$ cat src/rtl/cc_pkg.sv
package cc_pkg;
  localparam int SYM_W = 10;
  localparam int NSUB  = 4;
  localparam int OCC_W = 6;

  // decoded form keeps data byte plus K flag and disparity
  function automatic logic [SYM_W-1:0] sym_key(input logic dec, input logic [SYM_W-1:0] sym,
                                               input logic k, input logic disp);
    return dec ? {disp, k, sym[SYM_W-3:0]} : sym;
  endfunction
endpackage

$ cat src/rtl/cc_sym_window.sv
module cc_sym_window #(
  parameter int SYM_W  = 10,
  parameter int DEPTH  = 3,
  parameter int FILL_W = $clog2(DEPTH + 1)
) (
  input  logic                         clk_i,
  input  logic                         rst_ni,
  input  logic                         valid_i,
  input  logic [SYM_W-1:0]             key_i,
  output logic [DEPTH-1:0][SYM_W-1:0]  hist_o,
  output logic [FILL_W-1:0]            fill_o
);
  logic [DEPTH-1:0][SYM_W-1:0] hist_q;
  logic [FILL_W-1:0]           fill_q;

  always_ff @(posedge clk_i or negedge rst_ni) begin
    if (!rst_ni) begin
      hist_q <= '0;
      fill_q <= '0;
    end else if (valid_i) begin
      hist_q[0] <= key_i;
      for (int i = 1; i < DEPTH; i++) hist_q[i] <= hist_q[i-1];
      if (int'(fill_q) < DEPTH) fill_q <= fill_q + 1'b1;
    end
  end

  assign hist_o = hist_q;
  assign fill_o = fill_q;
endmodule

$ cat src/rtl/cc_seq_cmp.sv
module cc_seq_cmp #(
  parameter int SYM_W  = 10,
  parameter int NSUB   = 4,
  parameter int LEN_W  = $clog2(NSUB),
  parameter int FILL_W = $clog2(NSUB)
) (
  input  logic                          valid_i,
  input  logic [SYM_W-1:0]              cur_i,
  input  logic [NSUB-2:0][SYM_W-1:0]    hist_i,
  input  logic [FILL_W-1:0]             fill_i,
  input  logic [LEN_W-1:0]              len_i,
  input  logic [NSUB-1:0][SYM_W-1:0]    pat_i,
  input  logic [NSUB-1:0]               en_i,
  output logic                          hit_o
);
  logic             all_ok;
  logic [SYM_W-1:0] sel;
  int               len, age;

  always_comb begin
    all_ok = 1'b1;
    len    = int'(len_i) + 1;
    sel    = '0;
    age    = 0;
    for (int j = 0; j < NSUB; j++) begin
      if (j < len && en_i[j]) begin
        age = len - 1 - j;  // subsequence 1 is oldest
        sel = (age == 0) ? cur_i : hist_i[age-1];
        if (sel != pat_i[j]) all_ok = 1'b0;
      end
    end
    hit_o = valid_i && (int'(fill_i) >= len - 1) && all_ok;
  end
endmodule

$ cat src/rtl/cc_corr_ctrl.sv
module cc_corr_ctrl #(
  parameter int OCC_W = 6,
  parameter int LEN_W = 2
) (
  input  logic             clk_i,
  input  logic             rst_ni,
  input  logic             valid_i,
  input  logic             hit_i,
  input  logic [LEN_W-1:0] len_i,
  input  logic [OCC_W-1:0] occ_i,
  input  logic [OCC_W-1:0] min_lat_i,
  input  logic [OCC_W-1:0] max_lat_i,
  output logic             match_o,
  output logic             ins_o,
  output logic             del_o
);
  logic             low, high, fire;
  logic             match_q, ins_q, del_q;
  logic [LEN_W-1:0] hold_q;

  assign low  = occ_i < min_lat_i;
  assign high = !low && (occ_i > max_lat_i);
  assign fire = valid_i && hit_i && (hold_q == '0) && (low || high);

  always_ff @(posedge clk_i or negedge rst_ni) begin
    if (!rst_ni) begin
      match_q <= 1'b0;
      ins_q   <= 1'b0;
      del_q   <= 1'b0;
      hold_q  <= '0;
    end else begin
      match_q <= valid_i && hit_i;
      ins_q   <= fire && low;
      del_q   <= fire && high;
      if (fire)                          hold_q <= len_i;  // L-1 symbols
      else if (valid_i && hold_q != '0)  hold_q <= hold_q - 1'b1;
    end
  end

  assign match_o = match_q;
  assign ins_o   = ins_q;
  assign del_o   = del_q;

  p_excl_r7: assert property (@(posedge clk_i) disable iff (!rst_ni) !(ins_o && del_o));
  p_ins_low_r6: assert property (@(posedge clk_i) disable iff (!rst_ni)
    ins_o |-> $past(occ_i < min_lat_i));
  p_del_high_r7: assert property (@(posedge clk_i) disable iff (!rst_ni)
    del_o |-> $past(occ_i > max_lat_i));
  p_corr_match_r2: assert property (@(posedge clk_i) disable iff (!rst_ni)
    (ins_o || del_o) |-> match_o);
  p_band_r8: assert property (@(posedge clk_i) disable iff (!rst_ni)
    (occ_i >= min_lat_i && occ_i <= max_lat_i) |=> !(ins_o || del_o));
  p_gap_r10: assert property (@(posedge clk_i) disable iff (!rst_ni)
    !valid_i |=> !(match_o || ins_o || del_o));
  p_hold_r9: assert property (@(posedge clk_i) disable iff (!rst_ni)
    (valid_i && hold_q != '0) |=> !(ins_o || del_o));
endmodule

$ cat src/rtl/cc_seq_match.sv
module cc_seq_match
  import cc_pkg::*;
#(
  parameter int SW = SYM_W,
  parameter int NS = NSUB,
  parameter int OW = OCC_W,
  parameter int LW = $clog2(NSUB)
) (
  input  logic             clk_i,
  input  logic             rst_ni,
  input  logic             valid_i,
  input  logic [SW-1:0]    sym_i,
  input  logic             k_i,
  input  logic             disp_i,
  input  logic             dec_mode_i,
  input  logic [LW-1:0]    len_sel_i,
  input  logic [NS*SW-1:0] seq1_i,
  input  logic [NS-1:0]    en1_i,
  input  logic [NS*SW-1:0] seq2_i,
  input  logic [NS-1:0]    en2_i,
  input  logic             use2_i,
  input  logic [OW-1:0]    occ_i,
  input  logic [OW-1:0]    min_lat_i,
  input  logic [OW-1:0]    max_lat_i,
  output logic             match_o,
  output logic             ins_o,
  output logic             del_o
);
  localparam int HIST   = NS - 1;
  localparam int FILL_W = $clog2(HIST + 1);

  logic [SW-1:0]                key;
  logic [HIST-1:0][SW-1:0]      hist;
  logic [FILL_W-1:0]            fill;
  logic [1:0][NS-1:0][SW-1:0]   pats;
  logic [1:0][NS-1:0]           ens;
  logic [1:0]                   hits;
  logic                         hit;

  assign key     = sym_key(dec_mode_i, sym_i, k_i, disp_i);
  assign pats[0] = seq1_i;
  assign pats[1] = seq2_i;
  assign ens[0]  = en1_i;
  assign ens[1]  = en2_i;

  cc_sym_window #(.SYM_W(SW), .DEPTH(HIST), .FILL_W(FILL_W)) i_window (
    .clk_i, .rst_ni, .valid_i, .key_i(key), .hist_o(hist), .fill_o(fill)
  );

  for (genvar s = 0; s < 2; s++) begin : g_seq
    cc_seq_cmp #(.SYM_W(SW), .NSUB(NS), .LEN_W(LW), .FILL_W(FILL_W)) i_cmp (
      .valid_i, .cur_i(key), .hist_i(hist), .fill_i(fill), .len_i(len_sel_i),
      .pat_i(pats[s]), .en_i(ens[s]), .hit_o(hits[s])
    );
  end

  assign hit = hits[0] || (use2_i && hits[1]);

  cc_corr_ctrl #(.OCC_W(OW), .LEN_W(LW)) i_ctrl (
    .clk_i, .rst_ni, .valid_i, .hit_i(hit), .len_i(len_sel_i), .occ_i,
    .min_lat_i, .max_lat_i, .match_o, .ins_o, .del_o
  );

  p_seq2_gate_r4: assert property (@(posedge clk_i) disable iff (!rst_ni)
    (valid_i && !use2_i && !hits[0]) |=> !match_o);
endmodule

$ cat config.mk
export PLATFORM = sky130hd
export DESIGN_NAME = cc_seq_match
export DESIGN_NICKNAME = d
export VERILOG_FILES = /design/src/rtl/cc_pkg.sv /design/src/rtl/cc_sym_window.sv /design/src/rtl/cc_seq_cmp.sv /design/src/rtl/cc_corr_ctrl.sv /design/src/rtl/cc_seq_match.sv
export SDC_FILE = /design/constraint.sdc
export NUM_CORES = 1
export LEC_CHECK = 0
export BUFFER_PORTS_ARGS = -buffer_cell sky130_fd_sc_hd__buf_2
export CAP_MARGIN = 15
export CORE_ASPECT_RATIO = 1.2
export CORE_MARGIN = 1.5
export CORE_UTILIZATION = 56
export DETAILED_ROUTE_END_ITERATION = 8
export PLACE_DENSITY = 0.93
export SLEW_MARGIN = 20
export SYNTH_ARGS = -nofsm -noshare
export SYNTH_HDL_FRONTEND = slang
export SYNTH_SLANG_ARGS = --single-unit
$ cat constraint.sdc
create_clock -name clk_i -period 8.89 [get_ports clk_i]
set_clock_uncertainty 0.2 [all_clocks]
set_input_delay 0 -clock clk_i [delete_from_list [all_inputs] [get_ports clk_i]]
set_output_delay 0 -clock clk_i [all_outputs]
set_load 0.01 [all_outputs]
==> results.sh, run 1 <==
export IMPL_outcome="finished, final reports clean"
export IMPL_synth_fa_ha_area_share_pct=6.532
export IMPL_min_period_ps=4738
export IMPL_min_to="i_ctrl.ins_o"
export IMPL_grt_pass1_vias=3888
export IMPL_io_buffers=127
export IMPL_antenna_cells=0
export IMPL_setup_tns_final_ps=0
export IMPL_start_kind="primary input"
export IMPL_synthCells=439
export IMPL_r2r_start="i_window.hist_o[12]"
export IMPL_ys_top_cells_by_area="dfrtp_1, mux2_2, xor2_1, xnor2_1, ha_1"
export IMPL_endpoint_kind="flop"
export IMPL_syn_cell_area_um2=4023
export IMPL_synth_compound_area_share_pct=17.11
export IMPL_first_pass_iters=6
export IMPL_dpl_instance_area_um2=4654
export IMPL_routedWlPerCell_um=18.07
export IMPL_synth_area_mux_share_pct=16.24
export IMPL_ant_nets=0
export IMPL_final_cell_mix="buf_2, xor2_1, xnor2_1, dfrtp_1, mux2_2"
export IMPL_cts_htree_levels=2
export IMPL_first_iter_violations=281
export IMPL_fin_nets=714
export IMPL_finalCritPeriodShare_pct=53.29
export IMPL_gr_total_overflow=0
export IMPL_clock_sinks=37
export IMPL_post_synth_and_or_nand_nor_area_fraction_pct=13.56
export IMPL_synth_xor_area_share_pct=17.85
export IMPL_final_common_cell="buf_2"
export IMPL_drc=0
export IMPL_hp_class="primary input to flop"
export IMPL_vias_per_cell=6.018
export IMPL_worst_path_max_delay_cell="or4b_2"
export IMPL_max_freq_mhz=211.1
export IMPL_slew_violations=0
export IMPL_coreArea_um2=6895
export IMPL_clkLatencyLatePin_ps=300
export IMPL_syn_to_final_growth_pct=21.77
export IMPL_gp_congestion=0.9951
export IMPL_synthDistinctLibCells=57
export IMPL_grt_antenna_before_repair=0
export IMPL_grt_max_degree=45
export IMPL_cp_cell_sequence="buf_2, inv_2, ha_1, buf_4, or4b_2, o211ai_1, xnor2_1, nand3_1, or4_1, o41a_1, a2111oi_4, o21ai_2, nor4_2"
export IMPL_die_area_um2=7703
export IMPL_cts_buffers=5
export IMPL_yosys_area_top_type="dfrtp_1"
export IMPL_hold_depth=5
export IMPL_track_usage_pct=30.87
export IMPL_crit_fanout=44
export IMPL_grt_pass1_wl_mm=18.15
export IMPL_power_density_nw_per_um2=141.8
export IMPL_vias=3948
export IMPL_die_w_um=80.37
export IMPL_cts_clk_slew_worst_paths_ps=80
export IMPL_slew_headroom_pct=44.33
export IMPL_worstHoldStart="min_lat_i[5]"
export IMPL_cp_required_ps=8900
export IMPL_setup_viol=0
export IMPL_drive_gt1_share_pct=32.86
export IMPL_synth_top_family_by_area="XOR/XNOR gates"
export IMPL_ys_seq_area_share_pct=23.02
export IMPL_cts_resized=0
export IMPL_hold_slack_ps=15.52
export IMPL_r2r_end="i_ctrl.del_o"
export IMPL_path_class="primary input to flop"
export IMPL_yosys_most_used_dff="dfrtp_1"
export IMPL_clock_root_buffer="clkbuf_8"
export IMPL_tightest_slew_ps=835.0
export IMPL_synth_edf_count=0
export IMPL_leakage_nw=2.268
export IMPL_cts_root_to_sink_buffers=2
export IMPL_final_area_um2=4898
export IMPL_hold_viol_final=0
export IMPL_ys_ff_latch=37
export IMPL_initial_core_util_pct=58.34
export IMPL_async_flop_share_pct=100.0
export IMPL_rrSetupSlack_ps=5360
export IMPL_synth_top_area_share_pct=23.02
export IMPL_die_y_um=95.85
export IMPL_vdd_drop_max_mv=0.09471
export IMPL_avgSynthCellArea_um2=9.163
export IMPL_cap_violations=0
export IMPL_cpPeakStageDelay_ps=670
export IMPL_arrival_ps=4750
export IMPL_synth_warnings=0
export IMPL_pin_count=128
export IMPL_syn_nets=585
export IMPL_worstRegToRegCells=9
export IMPL_rsz0062_at_grt="no"
export IMPL_drt_total_wl_mm=11.85
export IMPL_hpwl_mm=9.552
export IMPL_cts_tree="yes"
export IMPL_rows=33
==> critical path, delay by kind of cell <==
family	cells	cell delay [ps]
adder cells (fa/ha/maj)	1	660
AND/OR/NAND/NOR	4	1580
buffers and inverters	3	1230
XOR/XNOR	1	160
AO/OA/AOI/OAI	4	1080
==> stage by stage <==
step	instances	total power, mW	utilization [%]	worst slack (ps)
6_report	656	0.6947	71.04	4152
5_1_grt	656	0.7465	71.04	3771
4_1_cts	656	0.6927	71.04	4206
3_5_place_dp	633	0.5626	67.50	3887
3_3_place_gp	633	0.5470	67.50	4023
2_1_floorplan	439	0.4643	-	5453
==> report_power, final <==
group          internal, mW  leakage (nW)  switching (mW)
combinational         0.160          1.79           0.176
clock                0.0566        0.0447          0.0687
sequential            0.199         0.437          0.0333
total                 0.416          2.27           0.278
==> Yosys cell counts (2+ instances only) <==
master	number
xor2_1	43
xnor2_1	39
dfrtp_1	37
mux2_2	36
nand2_1	30
inv_1	26
ha_1	21
mux2i_1	21
a21oi_1	18
nand2b_1	16
o21ai_0	14
nand4_1	11
o211ai_1	10
clkbuf_1	9
a31oi_1	8
nor2_1	8
o221ai_1	7
a21o_1	6
buf_2	6
nor4_1	6
a222oi_1	5
nand3_1	5
or4b_2	5
buf_6	4
a211oi_1	3
a221o_1	3
a22oi_1	3
nor2b_1	3
nor3_1	3
inv_2	2
nor3b_1	2
nor4bb_1	2
o21a_1	2
o41ai_1	2
==> timing repair <==
item | 4_1_cts | 5_1_grt
hold buffers | 15 | 0
buffers inserted | 0 | 0
endpoints found under the hold margin | 49 | 0
==> cells by family after synthesis <==
family,after synthesis
simple gates,96
compound gates,94
xor+xnor,82
mux,59
buf+inv,50
flops,37
fa+ha+maj,21
==> flip-flops by register name (all words and copies together) (netlist names) <==
name	cells
i_ctrl.del_o	1
i_ctrl.hold_q	2
i_ctrl.ins_o	1
i_ctrl.match_o	1
i_window.fill_o	2
i_window.hist_o	30
==> final cells by class <==
cell class                 instances  area (um2)
clock buffer                       5       68.82
timing repair buffer             143       793.3
inverter                          29       108.9
multi-input combinational        352        2868
tap                               87       108.9
clock inverter                     3       25.02
fill                             541        1997
sequential                        37       925.9
==> worst max-delay path by stage <==
stage            startpoint           end  slack, ps  cells after the start
2_1_floorplan  len_sel_i[0]  i_ctrl.del_o       5450                     12
3_3_place_gp   len_sel_i[0]  i_ctrl.del_o       4020                     13
3_5_place_dp   len_sel_i[0]  i_ctrl.del_o       3890                     13
4_1_cts        len_sel_i[0]  i_ctrl.del_o       4210                     13
5_1_grt        len_sel_i[0]  i_ctrl.del_o       3770                     13
6_report       len_sel_i[0]  i_ctrl.del_o       4150                     13
==> metal layers <==
layer	global-route usage, %	up-vias	routed length [um]	share of wire [%]
met5	0	-	0	0
met4	15.52	0	540	4.6
met3	4.929	52	613	5.2
met2	56.44	171	6259	53
met1	34.29	1867	4440	37
li1	-	1858	-	-
Note: power is estimated with default switching activity, not from simulation.
==> inputs of run 2 (changes only) <==
CORE_UTILIZATION = 48   (was 56)
PLACE_DENSITY = 0.85   (was 0.93)
clock period = 4.1 ns   (was 8.89 ns; I/O delays follow)
==> results.sh, run 2 (synthesis gave the netlist of run 1 again) <==
export IMPL_outcome="finished, final reports clean"
export IMPL_drive_gt1_share_pct=34.37
export IMPL_tightest_slew_ps=865.3
export IMPL_antenna_cells=0
export IMPL_rows=36
export IMPL_cts_buffers=5
export IMPL_start_kind="primary input"
export IMPL_routedWlPerCell_um=18.11
export IMPL_crit_family="simple AND/OR/NAND/NOR gates"
export IMPL_clkLatencyLatePin_ps=300
export IMPL_power_density_nw_per_um2=304.9
export IMPL_initial_core_util_pct=49.61
export IMPL_setup_viol=0
export IMPL_clock_root_buffer="clkbuf_8"
export IMPL_grt_pass1_wl_mm=18.66
export IMPL_worst_path_max_delay_cell="or4b_2"
export IMPL_cp_required_ps=4110
export IMPL_slew_headroom_pct=42.31
export IMPL_arrival_ps=3940
export IMPL_vias=3904
export IMPL_cts_clk_slew_worst_paths_ps=80
export IMPL_drt_total_wl_mm=12.21
export IMPL_nFillCells=702
export IMPL_hp_class="primary input to flop"
export IMPL_rrSetupSlack_ps=610
export IMPL_layout_setup_ws_ps=174.7
export IMPL_setup_tns_final_ps=0
export IMPL_coreArea_um2=8108
export IMPL_track_usage_pct=26.98
export IMPL_hpwl_mm=9.784
export IMPL_worstHoldStart="min_lat_i[5]"
export IMPL_crit_fanout=7
export IMPL_finalCritPeriodShare_pct=95.74
export IMPL_die_area_um2=8941
export IMPL_die_y_um=103.3
export IMPL_dpl_instance_area_um2=4745
export IMPL_clock_sinks=37
export IMPL_first_pass_iters=5
export IMPL_r2r_end="i_ctrl.del_o"
export IMPL_io_buffers=127
export IMPL_grt_pass1_vias=3830
export IMPL_max_freq_mhz=254.8
export IMPL_grt_antenna_before_repair=0
export IMPL_gp_congestion=0.9427
export IMPL_cts_htree_levels=2
export IMPL_die_w_um=86.57
export IMPL_rsz0062_at_grt="no"
export IMPL_cp_num_buf_inv=3
export IMPL_final_area_um2=5005
export IMPL_place_ws_ps=290.9
export IMPL_min_to="i_ctrl.ins_o"
export IMPL_endpoint_kind="flop"
export IMPL_first_iter_violations=268
export IMPL_vias_per_cell=5.792
export IMPL_cpPeakStageDelay_ps=650
export IMPL_cap_violations=0
export IMPL_r2r_start="i_window.hist_o[12]"
export IMPL_gr_total_overflow=0
export IMPL_largest_reg_flops=30
export IMPL_cts_root_to_sink_buffers=2
export IMPL_cts_tree="yes"
export IMPL_hold_viol_final=0
export IMPL_leakage_nw=2.322
export IMPL_ant_nets=0
export IMPL_final_common_cell="buf_2"
export IMPL_fin_nets=724
export IMPL_pin_count=128
export IMPL_worstRegToRegCells=9
export IMPL_hold_depth=5
export IMPL_grt_max_degree=44
export IMPL_cp_cell_sequence="dlygate4sd3_1, buf_2, inv_1, ha_2, or4b_2, o211ai_1, xnor2_1, nand3_1, or4_1, o41a_1, a2111oi_4, o21ai_2, nor4_2"
export IMPL_slew_violations=0
export IMPL_drc=0
export IMPL_path_class="primary input to flop"
export IMPL_final_util_pct=61.73
export IMPL_final_cell_mix="buf_2, xor2_1, xnor2_1, dfrtp_1, mux2_2"
export IMPL_min_period_ps=3925
export IMPL_hold_slack_ps=12.48
export IMPL_syn_to_final_growth_pct=24.42
export IMPL_vdd_drop_max_mv=0.1700
==> run 2: per-layer routing <==
metal | vias to the layer above | share of wire [%] | wire length, um | GRT usage [%]
met5 | - | 0 | 0 | 0
met4 | 0 | 3.2 | 387 | 11.04
met3 | 31 | 5.7 | 699 | 4.127
met2 | 153 | 53 | 6423 | 49.94
met1 | 1846 | 38 | 4696 | 31.02
li1 | 1874 | - | - | -
==> run 2: timing repair <==
| item | CTS | global route |
|---|---|---|
| setup buffers | 0 | 1 |
| hold endpoints to repair | 49 | 0 |
| setup endpoints to repair | 0 | 3 |
| hold buffers | 15 | 0 |
| resized for setup | 0 | 2 |
==> run 2: worst min-delay path, stage by stage <==
cell     delay (ps)
buf_2           100
inv_1            40
ha_1            130
a21oi_1          70
nor3b_1         140
==> run 2: final cells by class <==
class	count	area, um2	share of cell area, %
well taps	95	118.9	2.375
flip-flops and latches	37	925.9	18.50
inverters	29	108.9	2.175
clock inverters	3	25.02	0.5000
clock buffers	5	68.82	1.375
multi-input cells	352	2877	57.48
repair buffers	153	880.8	17.60
==> run 2: report_power, final <==
group	internal, mW	switching [mW]	total [mW]
Combinational	0.361	0.390	0.751
Clock	0.124	0.149	0.273
Sequential	0.433	0.0694	0.502
==> run 2: worst max path at each step <==
stage	start	end	slack, ps	cells past startpoint
floorplan	len_sel_i[0]	i_ctrl.del_o	660	12
global placement	len_sel_i[1]	i_ctrl.del_o	470	12
global route	len_sel_i[1]	i_ctrl.del_o	3	13
CTS	len_sel_i[1]	i_ctrl.del_o	80	13
detailed placement	len_sel_i[1]	i_ctrl.del_o	290	12
finish	len_sel_i[1]	i_ctrl.del_o	170	13
==> run 2: per-stage QoR <==
stage | instances | power (mW)
detailed placement | 650 | 1.235
global placement | 650 | 1.207
global route | 674 | 1.632
finish | 674 | 1.526
CTS | 673 | 1.521
floorplan | 439 | 1.007
==> inputs of run 3 (changes only) <==
==> constraint.sdc (replaced) <==
create_clock -name clk_i -period 4.1 [get_ports clk_i]
set_clock_uncertainty 0.2 [all_clocks]
set_input_delay 0.615 -clock clk_i [delete_from_list [all_inputs] [get_ports clk_i]]
set_output_delay 0.615 -clock clk_i [all_outputs]
set_load 0.01 [all_outputs]
==> results.sh, run 3 (synthesis gave the netlist of run 1 again) <==
export IMPL_outcome="finished, final reports clean"
export IMPL_crit_fanout=7
export IMPL_vdd_drop_max_mv=0.1397
export IMPL_max_freq_mhz=256.0
export IMPL_crit_family="simple AND/OR/NAND/NOR gates"
export IMPL_tightest_slew_ps=825.6
export IMPL_grt_pass1_vias=3968
export IMPL_layout_cells_non_filler=701
export IMPL_final_cell_mix="buf_2, buf_4, xor2_1, xnor2_1, dfrtp_1"
export IMPL_final_common_cell="buf_2"
export IMPL_hp_class="primary input to async pin"
export IMPL_rows=36
export IMPL_die_area_um2=8941
export IMPL_min_period_ps=3907
export IMPL_gr_total_overflow=0
export IMPL_clock_sinks=37
export IMPL_cp_cell_sequence="buf_2, inv_1, ha_1, or4b_2, o211ai_1, xnor2_1, nand3_1, or4_1, o41a_1, a2111oi_4, o21ai_2, nor4_2"
export IMPL_arrival_ps=3930
export IMPL_ant_nets=0
export IMPL_die_w_um=86.57
export IMPL_cts_resized=0
export IMPL_io_buffers=127
export IMPL_cp_required_ps=4130
export IMPL_rsz0062_at_grt="no"
export IMPL_clkLatencyLatePin_ps=310
export IMPL_grt_pass1_wl_mm=19.33
export IMPL_finalCritPeriodShare_pct=95.28
export IMPL_cts_setup_buffers=0
export IMPL_power_density_nw_per_um2=308.6
export IMPL_slew_headroom_pct=44.96
export IMPL_die_y_um=103.3
export IMPL_cap_violations=0
export IMPL_pin_count=128
export IMPL_routedWlPerCell_um=17.81
export IMPL_largest_reg_flops=30
export IMPL_ctsHoldBuffers=0
export IMPL_nFillCells=690
export IMPL_slew_violations=0
export IMPL_layout_setup_ws_ps=193.5
export IMPL_cts_root_to_sink_buffers=2
export IMPL_cpPeakStageDelay_ps=670
export IMPL_drc=0
export IMPL_first_pass_iters=4
export IMPL_drt_total_wl_mm=12.49
export IMPL_cts_tree="yes"
export IMPL_first_iter_violations=194
export IMPL_cts_buffers=5
export IMPL_final_util_pct=63.44
export IMPL_drive_gt1_share_pct=39.34
export IMPL_initial_core_util_pct=49.61
export IMPL_syn_to_final_growth_pct=27.87
export IMPL_vias_per_cell=5.827
export IMPL_hpwl_mm=10.17
export IMPL_coreArea_um2=8108
export IMPL_cts_htree_levels=2
export IMPL_track_usage_pct=27.99
export IMPL_grt_max_degree=38
export IMPL_path_class="primary input to flop"
export IMPL_place_inst=692
export IMPL_clock_root_buffer="clkbuf_8"
export IMPL_worst_path_max_delay_cell="or4b_2"
export IMPL_fin_nets=750
export IMPL_start_kind="primary input"
export IMPL_cp_num_buf_inv=2
export IMPL_place_ws_ps=-97.33
export IMPL_grt_antenna_before_repair=0
export IMPL_leakage_nw=2.456
export IMPL_hold_viol_final=0
export IMPL_gp_congestion=0.9148
export IMPL_cts_clk_slew_worst_paths_ps=90
export IMPL_vias=4085
export IMPL_endpoint_kind="flop"
export IMPL_setup_viol=0
run 3: cell types whose count changed in the layout (fill, tap and decap cells not counted):
cell	change
buf_12	-1
ha_2	-1
inv_6	-1
clkinv_4	+1
buf_4	+42
nor4_1	+1
diode_2	+1
dlygate4sd3_1	-15
nor4_2	-1
ha_1	+1
run 3: worst register-to-register path: stages, from the launching register on:
cell,delay [ps]
dfrtp_1,500
or4b_2,620
o211ai_1,170
xnor2_1,160
nand3_1,110
or4_1,560
o41a_1,370
a2111oi_4,360
o21ai_2,150
nor4_2,250
run 3: worst paths after layout:
check | start | to | slack [ps] | depth (start not counted)
worst max-delay path | len_sel_i[1] | i_ctrl.del_o | 190 | 12
worst min-delay path | rst_ni | i_ctrl.del_o | 190 | 1
worst max register to register | i_window.hist_o[15] | i_ctrl.del_o | 560 | 9
worst min register to register | i_window.fill_o[0] | i_window.fill_o[0] | 330 | 1
max in group asynchronous | rst_ni | i_window.hist_o[13] | 2970 | 1
min in group clk_i | i_window.fill_o[0] | i_window.fill_o[0] | 330 | 1
run 3: power breakdown:
part / switching (mW) / internal, mW
combinational: 0.397 / 0.410
clock: 0.157 / 0.123
sequential: 0.0686 / 0.433
total: 0.622 / 0.965
run 3: layout make-up:
class | instances | area (um2) | area share, %
timing repair buffer | 179 | 1026 | 19.95
clock inverter | 3 | 25.02 | 0.4865
sequential | 37 | 925.9 | 18.00
multi-input combinational | 352 | 2868 | 55.75
antenna | 1 | 2.502 | 0.04865
tap | 95 | 118.9 | 2.311
clock buffer | 5 | 68.82 | 1.338
inverter | 29 | 108.9 | 2.116
run 3: metrics by stage:
stage               setup TNS, ps  instance area (um2)  total power [mW]  hold WS, ps
floorplan                       0                 4023             1.007        119.4
global placement                0                 5047             1.274        289.0
detailed placement         -261.3                 5047             1.307        320.5
CTS                             0                 5141             1.588        243.7
global route                    0                 5141             1.695        267.0
finish                          0                 5144             1.587        185.9
run 3: per-layer routing:
metal / part of all wire [%] / GRT usage [%] / wire (um) / up-vias
met5: 0 / 0 / 0 / -
met4: 4.0 / 12.66 / 495 / 0
met3: 4.8 / 4.365 / 602 / 44
met2: 52 / 51.14 / 6513 / 165
met1: 39 / 32.20 / 4876 / 1947
li1: - / - / - / 1929
